$ cat src/rtl/ep_cfg_pkg.sv
package ep_cfg_pkg;

    localparam int PKT_W = 11;
    localparam logic [7:0] MODE_MASK = 8'h3F;

    typedef enum logic [1:0] {
        GS_OPEN   = 2'd0,
        GS_SETTLE = 2'd1,
        GS_GUARD  = 2'd2
    } gate_state_e;

    typedef struct packed {
        logic [1:0] rsv;
        logic [2:0] pay;
        logic [1:0] xfer;
        logic       dir;
    } ep_mode_t;

    function automatic logic [PKT_W-1:0] pay_to_bytes(input logic [2:0] code);
        if (code == 3'd7) begin
            return PKT_W'(1023);
        end
        return PKT_W'(8) << code;
    endfunction

endpackage

$ cat src/rtl/ep_cfg_gate.sv
module ep_cfg_gate
    import ep_cfg_pkg::*;
#(
    parameter int RECOVER_CYC = 84
) (
    input  logic clk,
    input  logic rst_n,
    input  logic sw_cfg,
    input  logic setup_irq,
    input  logic eop_access,
    input  logic wr_hit,
    output logic wr_accept,
    output logic busy
);

    localparam int CW = $clog2(RECOVER_CYC + 1);
    localparam logic [CW-1:0] CNT_LOAD = CW'(RECOVER_CYC);
    localparam logic [CW-1:0] CNT_ONE  = CW'(1);

    gate_state_e    st_q, st_d;
    logic [CW-1:0]  cnt_q;
    logic           setup_hit;

    assign setup_hit = sw_cfg && setup_irq;

    // state register
    always_ff @(posedge clk or negedge rst_n) begin
        if (!rst_n) begin
            st_q <= GS_OPEN;
        end else begin
            st_q <= st_d;
        end
    end

    // next state
    always_comb begin
        st_d = st_q;
        unique case (st_q)
            GS_OPEN: begin
                if (setup_hit) begin
                    st_d = GS_GUARD;
                end else if (wr_hit) begin
                    st_d = GS_SETTLE;
                end
            end
            GS_SETTLE: begin
                if (setup_hit) begin
                    st_d = GS_GUARD;
                end else if (cnt_q == CNT_ONE) begin
                    st_d = GS_OPEN;
                end
            end
            GS_GUARD: begin
                if (eop_access) begin
                    st_d = (cnt_q > CNT_ONE) ? GS_SETTLE : GS_OPEN;
                end
            end
            default: st_d = GS_OPEN;
        endcase
    end

    // recovery countdown, runs in every state
    always_ff @(posedge clk or negedge rst_n) begin
        if (!rst_n) begin
            cnt_q <= '0;
        end else if (wr_accept) begin
            cnt_q <= CNT_LOAD;
        end else if (cnt_q != '0) begin
            cnt_q <= cnt_q - CNT_ONE;
        end
    end

    // outputs
    always_comb begin
        wr_accept = wr_hit && (st_q == GS_OPEN) && !setup_hit;
        busy      = (cnt_q != '0);
    end

endmodule

$ cat src/rtl/ep_cfg_slot.sv
module ep_cfg_slot
    import ep_cfg_pkg::*;
(
    input  logic     clk,
    input  logic     rst_n,
    input  logic     load,
    input  logic [7:0] wdata,
    output ep_mode_t mode,
    output logic     init_pulse
);

    always_ff @(posedge clk or negedge rst_n) begin
        if (!rst_n) begin
            mode       <= '0;
            init_pulse <= 1'b0;
        end else begin
            init_pulse <= load;
            if (load) begin
                mode <= ep_mode_t'(wdata & MODE_MASK);
            end
        end
    end

endmodule

$ cat src/rtl/ep_cfg_bank.sv
module ep_cfg_bank
    import ep_cfg_pkg::*;
#(
    parameter int NUM_EP      = 3,
    parameter int ADDR_W      = 16,
    parameter int BASE_ADDR   = 16'h0789,
    parameter int RECOVER_CYC = 84
) (
    input  logic                    clk,
    input  logic                    rst_n,
    input  logic                    sw_cfg,
    input  logic                    setup_irq,
    input  logic                    eop_access,
    input  logic [ADDR_W-1:0]       bus_addr,
    input  logic                    bus_wr,
    input  logic                    bus_rd,
    input  logic [7:0]              bus_wdata,
    output logic [7:0]              bus_rdata,
    output logic [NUM_EP-1:0]       ep_dir,
    output logic [2*NUM_EP-1:0]     ep_xfer,
    output logic [PKT_W*NUM_EP-1:0] ep_maxpkt,
    output logic [NUM_EP-1:0]       ep_init,
    output logic                    busy
);

    logic [NUM_EP-1:0] sel;
    ep_mode_t          mode_q [NUM_EP];
    logic              wr_hit;
    logic              wr_accept;

    assign wr_hit = bus_wr && (|sel);

    ep_cfg_gate #(.RECOVER_CYC(RECOVER_CYC)) u_gate (
        .clk        (clk),
        .rst_n      (rst_n),
        .sw_cfg     (sw_cfg),
        .setup_irq  (setup_irq),
        .eop_access (eop_access),
        .wr_hit     (wr_hit),
        .wr_accept  (wr_accept),
        .busy       (busy)
    );

    for (genvar i = 0; i < NUM_EP; i++) begin : g_ep
        assign sel[i] = (bus_addr == ADDR_W'(BASE_ADDR + i));

        ep_cfg_slot u_slot (
            .clk        (clk),
            .rst_n      (rst_n),
            .load       (wr_accept && sel[i]),
            .wdata      (bus_wdata),
            .mode       (mode_q[i]),
            .init_pulse (ep_init[i])
        );

        assign ep_dir[i]                    = mode_q[i].dir;
        assign ep_xfer[2*i +: 2]            = mode_q[i].xfer;
        assign ep_maxpkt[PKT_W*i +: PKT_W]  = pay_to_bytes(mode_q[i].pay);
    end

    always_comb begin
        bus_rdata = '0;
        for (int i = 0; i < NUM_EP; i++) begin
            if (bus_rd && sel[i]) begin
                bus_rdata = mode_q[i];
            end
        end
    end

endmodule

$ cat config.mk
export PLATFORM = sky130hd
export DESIGN_NAME = ep_cfg_bank
export DESIGN_NICKNAME = d
export VERILOG_FILES = /design/src/rtl/ep_cfg_pkg.sv /design/src/rtl/ep_cfg_gate.sv /design/src/rtl/ep_cfg_slot.sv /design/src/rtl/ep_cfg_bank.sv
export SDC_FILE = /design/constraint.sdc
export NUM_CORES = 1
export LEC_CHECK = 0
export BUFFER_PORTS_ARGS = -buffer_cell sky130_fd_sc_hd__buf_2
export CORE_UTILIZATION = 52
export CTS_CLUSTER_DIAMETER = 50
export DETAILED_ROUTE_END_ITERATION = 10
export PLACE_DENSITY = 0.86
export SLEW_MARGIN = 20
export SYNTH_ARGS = -nofsm -noshare
export SYNTH_HDL_FRONTEND = slang
export SYNTH_SLANG_ARGS = --single-unit
$ cat constraint.sdc
create_clock -name clk -period 4.8 [get_ports clk]
set_clock_uncertainty 0.15 [all_clocks]
set_input_delay 0.96 -clock clk [delete_from_list [all_inputs] [get_ports clk]]
set_output_delay 0.96 -clock clk [all_outputs]
set_load 0.005 [all_outputs]
After elaboration in Yosys (flattened, before gate mapping):

Index checks and enable logic that the tools add are counted.
Widths: inputs -> output; s select.

* input bits: 31
* flip-flop bits (word level): 30

* reduce and logical (&&, ||, !) cells: 16
* equal/unequal tests: 12
* muxes and demuxes: 21
* shifts and indexed selects: 3
* order comparisons: 1
* add/sub/neg operators: 1

Operators with widths (count)
* $mux 11: 6
* $eq 16x11->1 const B: 3
* $shl 4x3->11 const A: 3
* $mux 8: 2
* $mux 7: 2
* $logic_and 1x1->1: 10
* $mux 2: 5
* $eq 3x3->1 const B: 3
* $eq 7x1->1 const B: 1
* $gt 7x1->1 const B: 1
* $reduce_bool 7->1: 1
* $sub 7x1->7 const B: 1
* $mux 6: 1
* $ne 3x1->1 const B: 2
* $pmux 2 s3: 1
* $mux 1: 4
* $reduce_and 3->1: 1
* $reduce_or 3->1: 1
* $eq 2x1->1 const B: 1
* $eq 2x2->1 const B: 1
* $logic_not 2->1: 1
* $ne 2x2->1 const B: 1
* $reduce_bool 2->1: 1
* $logic_not 1->1: 1

Depth between registers and ports, before layout:

Gate-level depths: netlist of the first run.

* depth in word-level cells: 6
* depth in mapped cells: 6
* gate-level depth less buffers: 6

Cells and area by module:

A second synthesis of the first run with hierarchy kept.

* cells, all modules: 191
* area, all modules: 2015.7 µm²

Modules (own cells, without submodules)
* ep_cfg_slot: instances 3, area each 295.3 µm², cells each 17
* ep_cfg_bank: instances 1, area each 613.1 µm², cells each 86
* ep_cfg_gate: instances 1, area each 516.7 µm², cells each 54

Least setup slack after synthesis of the first run:

OpenSTA, ideal clock, no wires.

* kind: in2out
* start point: in bus_addr[0]
* end point: out bus_rdata[0]
* arrival: 1.859 ns
* required time: 3.690 ns
* stages on the path: 4
* path buffers: 1
* setup slack: 1.831 ns
* path through: clkbuf_1 -> mux2_2 -> a22oi_1 -> nor2_1

* longest elaborated chain between the ends: 5
* elaborated cells between the ends (all ways): 9
* those cells by class: 3 x eq/ne; 3 x mux; 3 x reduce/logical

RTL lines
* start: declaration: RTL line ep_cfg_bank.sv:14 `input logic [ADDR_W-1:0] bus_addr,`
* $eq 16x11->1: RTL line ep_cfg_bank.sv:45 `assign sel[i] = (bus_addr == ADDR_W'(BASE_ADDR + i));`
* $logic_and 1x1->1: RTL line ep_cfg_bank.sv:64 `if (bus_rd && sel[i]) begin`
* $mux 6: RTL line ep_cfg_bank.sv:64
* $mux 8: RTL line ep_cfg_bank.sv:64
* $mux 8 *: RTL line ep_cfg_bank.sv:64
* end: declaration: RTL line ep_cfg_bank.sv:18 `output logic [7:0] bus_rdata,`

Every way passes the cells marked *; elsewhere a longest branch is shown, timed or not.

Worst setup path in the final report of the first run:

* start point: in bus_addr[2]
* end point: out bus_rdata[3]

The elaborated chain is that of the path after synthesis.

==> impl_metrics.env, run 1 <==
export IMPL_numClockSinks=30
export IMPL_final_min_period_over_clock_period=0.706
export IMPL_tightest_slew_ps=655
export IMPL_pin_count_of_the_biggest_net_entering_global_routing=31
export IMPL_postCtsSetupRepairBufs=0
export IMPL_dp_hpwl_um=3010
export IMPL_synthDominantCellAreaShare=0.377
export IMPL_fmax_ghz=0.295
export IMPL_p_leak_nw=1.24
export IMPL_firstDrtPassIters=4
export IMPL_cp_data_arrival_time_ps=2280
export IMPL_starting_density_of_the_core=0.544
export IMPL_commonest_non_fill_non_tap_cell_in_the_layout="buf_2"
export IMPL_drv_cap=0
export IMPL_floorplan_die_area_mm2=0.00408
export IMPL_timing_critical_path_required_ps=3690
export IMPL_gr_usage_all_layers=0.205
export IMPL_post_cts_resize_count=0
export IMPL_cts_tree="done"
export IMPL_mostFrequentLayoutCells="buf_2 (77), dfrtp_1 (30), nor2_1 (20), mux2_2 (20), nand2_1 (10)"
export IMPL_antenna_found_initial=0
export IMPL_post_route_util=0.642
export IMPL_synth_area_mux_share=0.158
export IMPL_grt_remaining_overflow=0
export IMPL_grt_pass1_vias=1387
export IMPL_fin_area_mm2=0.00235
export IMPL_routed_wl_um=4050
export IMPL_layout_drive_gt1_share=0.469
export IMPL_wire_per_inst_um=13.4
export IMPL_core_area_mm2=0.00366
export IMPL_dr_first_iter_drc_count=49
export IMPL_synthXorXnorAreaFrac=0.0176
export IMPL_cts_root_buffer_cell="clkbuf_8"
export IMPL_post_synth_cell_area_avg_um2=10.3
export IMPL_setup_viol_count_final=0
export IMPL_viasPerCell=5.20
export IMPL_postSynthRegisterBits=30
export IMPL_grt_pass1_wl_um=6390
export IMPL_clock_tree_htree_level_count=2
export IMPL_tritoncts_num_buffers=5
export IMPL_total_power_mw=0.701
export IMPL_final_period_minus_worst_setup_slack_ps=3390
export IMPL_compound_cell_area_share_of_the_yosys_netlist=0.105
export IMPL_buffer_ports_inserted=77
export IMPL_critPathLaunchType="input port"
export IMPL_fp_dieW_um=63.9
export IMPL_totalNegativeSetupSlack_ps=0
export IMPL_num_ports=85
export IMPL_gp_congestion=0.779
export IMPL_die_y_um=63.9
export IMPL_critical_path_slowest_cell="nor4b_4"
export IMPL_min_path_type="reg -> reg"
export IMPL_critPathBufInv=2
export IMPL_worst_setup_path_type="in -> out"
export IMPL_timing_critical_path_max_delay_family="simple AND/OR/NAND/NOR gates"
export IMPL_area_growth_synth_to_final_pct=17.9
export IMPL_synth_top_family_by_area="simple AND/OR/NAND/NOR gates"
export IMPL_power_density_mw_per_mm2=298
export IMPL_fin_nets=287
export IMPL_finalHoldViolCount=0
export IMPL_syn_instance_count=194
export IMPL_cts_hold_buffers=0
export IMPL_clock_path_buffers=2
export IMPL_worstSetupEndpointType="output port"
export IMPL_yosys_cell_types_count=41
export IMPL_maximum_resistive_drop_on_vdd_mv=0.225
export IMPL_worst_path_largest_cell_delay_ps=390
export IMPL_drc_errors=0
export IMPL_drt_antenna_violating_nets=0
export IMPL_crit_fanout=6
export IMPL_series_of_cell_instances_along_the_critical_path="buf_2 -> nor4b_4 -> and4_1 -> nand2_1 -> nor2_1 -> buf_2"
export IMPL_fraction_of_the_mapped_netlist_area_in_simple_logic_gates=0.216
export IMPL_ys_seq_area_frac=0.377
export IMPL_dr_total_vias=1569
export IMPL_worst_setup_hold_path_clk_slew_ps=60
export IMPL_worst_path_most_repeated_cell="buf_2"
export IMPL_biggest_area_consumer_among_synthesized_cells="dfrtp_1"
export IMPL_ys_warn_count=0
export IMPL_placedInstanceArea_mm2=0.00226
export IMPL_synth_area_mm2=0.00199
export IMPL_antenna_diode_count=0
export IMPL_worst_skew_pair_late_latency_ps=280
export IMPL_number_of_cell_rows=22
export IMPL_synth_top_cells_by_area="dfrtp_1 (38%), mux2_2 (11%), buf_4 (8.7%)"
export IMPL_outcome="completed"
export IMPL_slew_viol_final=0
export IMPL_grt_setup_unrepaired="false"
export IMPL_synth_adder_area_share=0.0188
export IMPL_finalHoldWorstSlack_ps=387
export IMPL_max_slew_margin=0.563
## cells by family (layout without fill, tap and decap cells)
kind of cell | count (synthesis) | count (layout)
buffers and inverters | 33 | 89
adders and majority gates | 3 | 3
xor gates and xnor gates | 4 | 4
muxes | 26 | 26
and+or+nand+nor | 69 | 69
AOI/OAI and AO/OA | 28 | 28
other | 1 | 5
DFF | 30 | 30
## state kept, by name, summed over array words and instances (netlist names)
| register | cells |
|---|---|
| g_ep.u_slot.mode | 18 |
| u_gate.cnt_q | 7 |
| u_gate.st_q | 2 |
| g_ep.u_slot.init_pulse | 3 |
## routing by layer
| layer | vias up | global-route usage | part of all wire | wire length (um) |
|---|---|---|---|---|
| li1 | 771 | - | - | - |
| met1 | 726 | 0.245 | 0.42 | 1690 |
| met2 | 64 | 0.358 | 0.50 | 2040 |
| met3 | 8 | 0.0321 | 0.063 | 254 |
| met4 | 0 | 0.0938 | 0.017 | 69 |
| met5 | - | 0 | 0 | 0 |
## Yosys cell counts
master    instances
o21a_1            9
a211o_1           1
or3_1             1
nand3b_1          1
nor3_2            2
and3_1            4
buf_1             1
xnor2_1           2
nor4b_4           3
o22ai_1           1
o21bai_1          1
a22oi_1           6
conb_1            1
nor2b_1           2
nand2b_1          1
a211oi_2          1
clkbuf_1          5
dfrtp_1          30
a211oi_1          2
nand2_1          10
nand3_1           3
xor2_1            2
or3b_2            1
ha_1              3
a21boi_0          1
and4bb_1          1
nor2_1           20
mux2_4            6
nor3_1            7
a21oi_1           2
and2_1            8
inv_1             4
nand3_4           1
a21o_1            3
and4_1            1
nor4_1            1
o211ai_1          1
or2_2             1
mux2_2           20
buf_4            23
nor4b_1           1
## cell type report
class,instances,area [um^2]
Clock buffer,7,86.3
Clock inverter,1,5.00
Fill cell,319,1310
Inverter,4,15.0
Multi-Input combinational cell,135,1050
Sequential cell,30,751
Tap cell,48,60.1
Timing Repair Buffer,77,385
## where the power goes
part           total [mW]  internal, mW  leakage [nW]  switching, mW
registers           0.332         0.290         0.404         0.0428
clock network       0.204         0.115        0.0482         0.0891
logic               0.164        0.0810         0.791         0.0831
## per-stage QoR
stage / instances / worst slack [ps]
floorplan: 198 / 1830
global placement: 294 / 1490
detailed placement: 294 / 1440
CTS: 302 / 1410
global route: 302 / 1300
finish: 302 / 1410
## final timing paths
check	slack (ps)	cells past startpoint	to	startpoint
max	1410	6	bus_rdata[3]	bus_addr[2]
min	390	1	g_ep[0].u_slot.mode[0]	g_ep[0].u_slot.mode[0]
max reg2reg	2570	4	g_ep[1].u_slot.mode[2]	u_gate.st_q[1]
min reg2reg	390	1	g_ep[0].u_slot.mode[0]	g_ep[0].u_slot.mode[0]
max in group asynchronous	3520	1	u_gate.cnt_q[6]	rst_n
min in group asynchronous	560	1	u_gate.st_q[1]	rst_n
No activity file was read; power rests on OpenSTA's default activity.
==> inputs of run 2 (changes only) <==
--- a/config.mk
+++ b/config.mk
@@ -6,10 +6,10 @@
 export NUM_CORES = 1
 export LEC_CHECK = 0
 export BUFFER_PORTS_ARGS = -buffer_cell sky130_fd_sc_hd__buf_2
-export CORE_UTILIZATION = 52
+export CORE_UTILIZATION = 43
 export CTS_CLUSTER_DIAMETER = 50
 export DETAILED_ROUTE_END_ITERATION = 10
-export PLACE_DENSITY = 0.86
+export PLACE_DENSITY = 0.76
 export SLEW_MARGIN = 20
 export SYNTH_ARGS = -nofsm -noshare
 export SYNTH_HDL_FRONTEND = slang
==> constraint.sdc (replaced) <==
create_clock -name clk -period 3 [get_ports clk]
set_clock_uncertainty 0.15 [all_clocks]
set_input_delay 0.6 -clock clk [delete_from_list [all_inputs] [get_ports clk]]
set_output_delay 0.6 -clock clk [all_outputs]
set_load 0.005 [all_outputs]
==> impl_metrics.env, run 2 (synthesis results as in run 1) <==
export IMPL_antenna_diode_count=0
export IMPL_routed_wl_um=4050
export IMPL_min_path_type="in -> async"
export IMPL_largest_reg_flops=18
export IMPL_critPathBufInv=2
export IMPL_number_of_filler_instances_in_the_final_layout=409
export IMPL_groute_layer_met2_usage=0.276
export IMPL_dr_total_vias=1553
export IMPL_critPathLaunchType="input port"
export IMPL_fin_nets=292
export IMPL_power_density_mw_per_mm2=471
export IMPL_worst_r2r_endpoint="g_ep[1].u_slot.mode[2]"
export IMPL_tritoncts_num_buffers=5
export IMPL_numClockSinks=30
export IMPL_grt_pass1_wl_um=6620
export IMPL_worst_path_most_repeated_cell="buf_2"
export IMPL_registers_top_by_ff_count="g_ep.u_slot.mode"
export IMPL_met3_resource_use_gr=0.0462
export IMPL_number_of_cell_rows=24
export IMPL_clock_tree_htree_level_count=2
export IMPL_worst_setup_path_type="in -> out"
export IMPL_timing_critical_path_required_ps=2250
export IMPL_multi_input_area_mm2=0.00105
export IMPL_slew_viol_final=0
export IMPL_r2r_cells=5
export IMPL_finalHoldViolCount=0
export IMPL_dr_first_iter_drc_count=46
export IMPL_worstReg2RegStart="u_gate.st_q[1]"
export IMPL_cts_tree="done"
export IMPL_series_of_cell_instances_along_the_critical_path="buf_2 -> nor4b_4 -> and4_1 -> nand2_1 -> nor2_1 -> buf_2"
export IMPL_post_cts_resize_count=0
export IMPL_crit_fanout=6
export IMPL_num_ports=85
export IMPL_totalNegativeSetupSlack_ps=0
export IMPL_final_period_minus_worst_setup_slack_ps=2600
export IMPL_grt_met1_use=0.228
export IMPL_outcome="completed"
export IMPL_max_slew_margin=0.561
export IMPL_die_y_um=70.1
export IMPL_dp_hpwl_um=3070
export IMPL_setup_viol_count_final=0
export IMPL_core_area_mm2=0.00441
export IMPL_gp_congestion=0.810
export IMPL_mostFrequentLayoutCells="buf_2 (77), dfrtp_1 (30), nor2_1 (20), mux2_2 (20), nand2_1 (10)"
export IMPL_tightest_slew_ps=658
export IMPL_maximum_resistive_drop_on_vdd_mv=0.258
export IMPL_pin_count_of_the_biggest_net_entering_global_routing=31
export IMPL_worst_path_largest_cell_delay_ps=370
export IMPL_antenna_found_initial=0
export IMPL_grt_remaining_overflow=0
export IMPL_worst_skew_pair_late_latency_ps=280
export IMPL_drt_antenna_violating_nets=0
export IMPL_cts_root_buffer_cell="clkbuf_8"
export IMPL_wire_per_inst_um=13.0
export IMPL_cts_hold_buffers=0
export IMPL_post_route_util=0.543
export IMPL_commonest_non_fill_non_tap_cell_in_the_layout="buf_2"
export IMPL_timing_critical_path_max_delay_family="simple AND/OR/NAND/NOR gates"
export IMPL_final_min_period_over_clock_period=0.865
export IMPL_starting_density_of_the_core=0.452
export IMPL_cp_data_arrival_time_ps=1850
export IMPL_layout_drive_gt1_share=0.483
export IMPL_drc_errors=0
export IMPL_worst_setup_hold_path_clk_slew_ps=60
export IMPL_p_leak_nw=1.27
export IMPL_gr_max_usage_layer="met2"
export IMPL_floorplan_die_area_mm2=0.00491
export IMPL_postCtsSetupRepairBufs=0
export IMPL_clock_path_buffers=2
export IMPL_fp_dieW_um=70.1
export IMPL_seq_area_um2=751
export IMPL_worstSetupEndpointType="output port"
export IMPL_area_growth_synth_to_final_pct=20.2
export IMPL_grt_pass1_vias=1417
export IMPL_fmax_ghz=0.385
export IMPL_gr_usage_all_layers=0.173
export IMPL_buffer_ports_inserted=77
export IMPL_firstDrtPassIters=4
export IMPL_reg_largest_list="g_ep.u_slot.mode (18), u_gate.cnt_q (7), g_ep.u_slot.init_pulse (3)"
export IMPL_register_to_register_setup_slack_ps=880
export IMPL_viasPerCell=4.99
export IMPL_drv_cap=0
export IMPL_grt_setup_unrepaired="false"
export IMPL_critical_path_slowest_cell="nor4b_4"
==> run 2: cell count changes in the layout (fill, tap and decap cells not counted), sizes merged <==
cell      previous run  this run
buf                 77        82
clkinvlp             0         1
clkbuf               7         6
==> run 2: cell type report <==
type,instances,share of cell area
Multi-Input combinational cell,135,0.437
Sequential cell,30,0.313
Timing Repair Buffer,82,0.177
Clock buffer,6,0.0345
Tap cell,52,0.0272
Inverter,4,0.00627
Clock inverter,2,0.00522
==> run 2: worst max-delay path by stage <==
stage / endpoint / from / slack (ps) / cells after the start
finish: bus_rdata[1] / bus_addr[2] / 400 / 6
global route: bus_rdata[3] / bus_addr[2] / 300 / 6
CTS: bus_rdata[1] / bus_addr[2] / 380 / 6
detailed placement: bus_rdata[1] / bus_addr[2] / 380 / 6
global placement: bus_rdata[1] / bus_addr[2] / 400 / 6
floorplan: bus_rdata[0] / bus_addr[0] / 750 / 4
==> run 2: worst reg2reg max path, stage by stage (launching register included) <==
cell and delay [ps]:
dfrtp_1 430, a211oi_2 270, nand3_1 190, nor4b_4 450
buf_4 230, mux2_4 290
==> run 2: report_power, final <==
part	internal, mW	leakage (nW)	switching, mW
clock	0.184	0.0472	0.149
sequential	0.463	0.404	0.0647
combinational	0.140	0.817	0.128
==> run 2: metal layers <==
metal	vias to the layer above	share of wire
met4	0	0.014
met5	-	0
met3	5	0.039
met2	49	0.46
met1	720	0.49
li1	779	-
==> run 2: per-stage QoR <==
stage                     worst slack, ps  cells  power [mW]  instance area, um^2  hold WS [ps]
after floorplan                       751    198       0.720                 2010           154
after global placement                402    303       0.799                 2300           364
after detailed placement              379    303       0.805                 2300           362
after CTS                             379    311        1.14                 2400           218
after global routing                  304    311        1.21                 2400           245
final                                 404    311        1.13                 2400           196
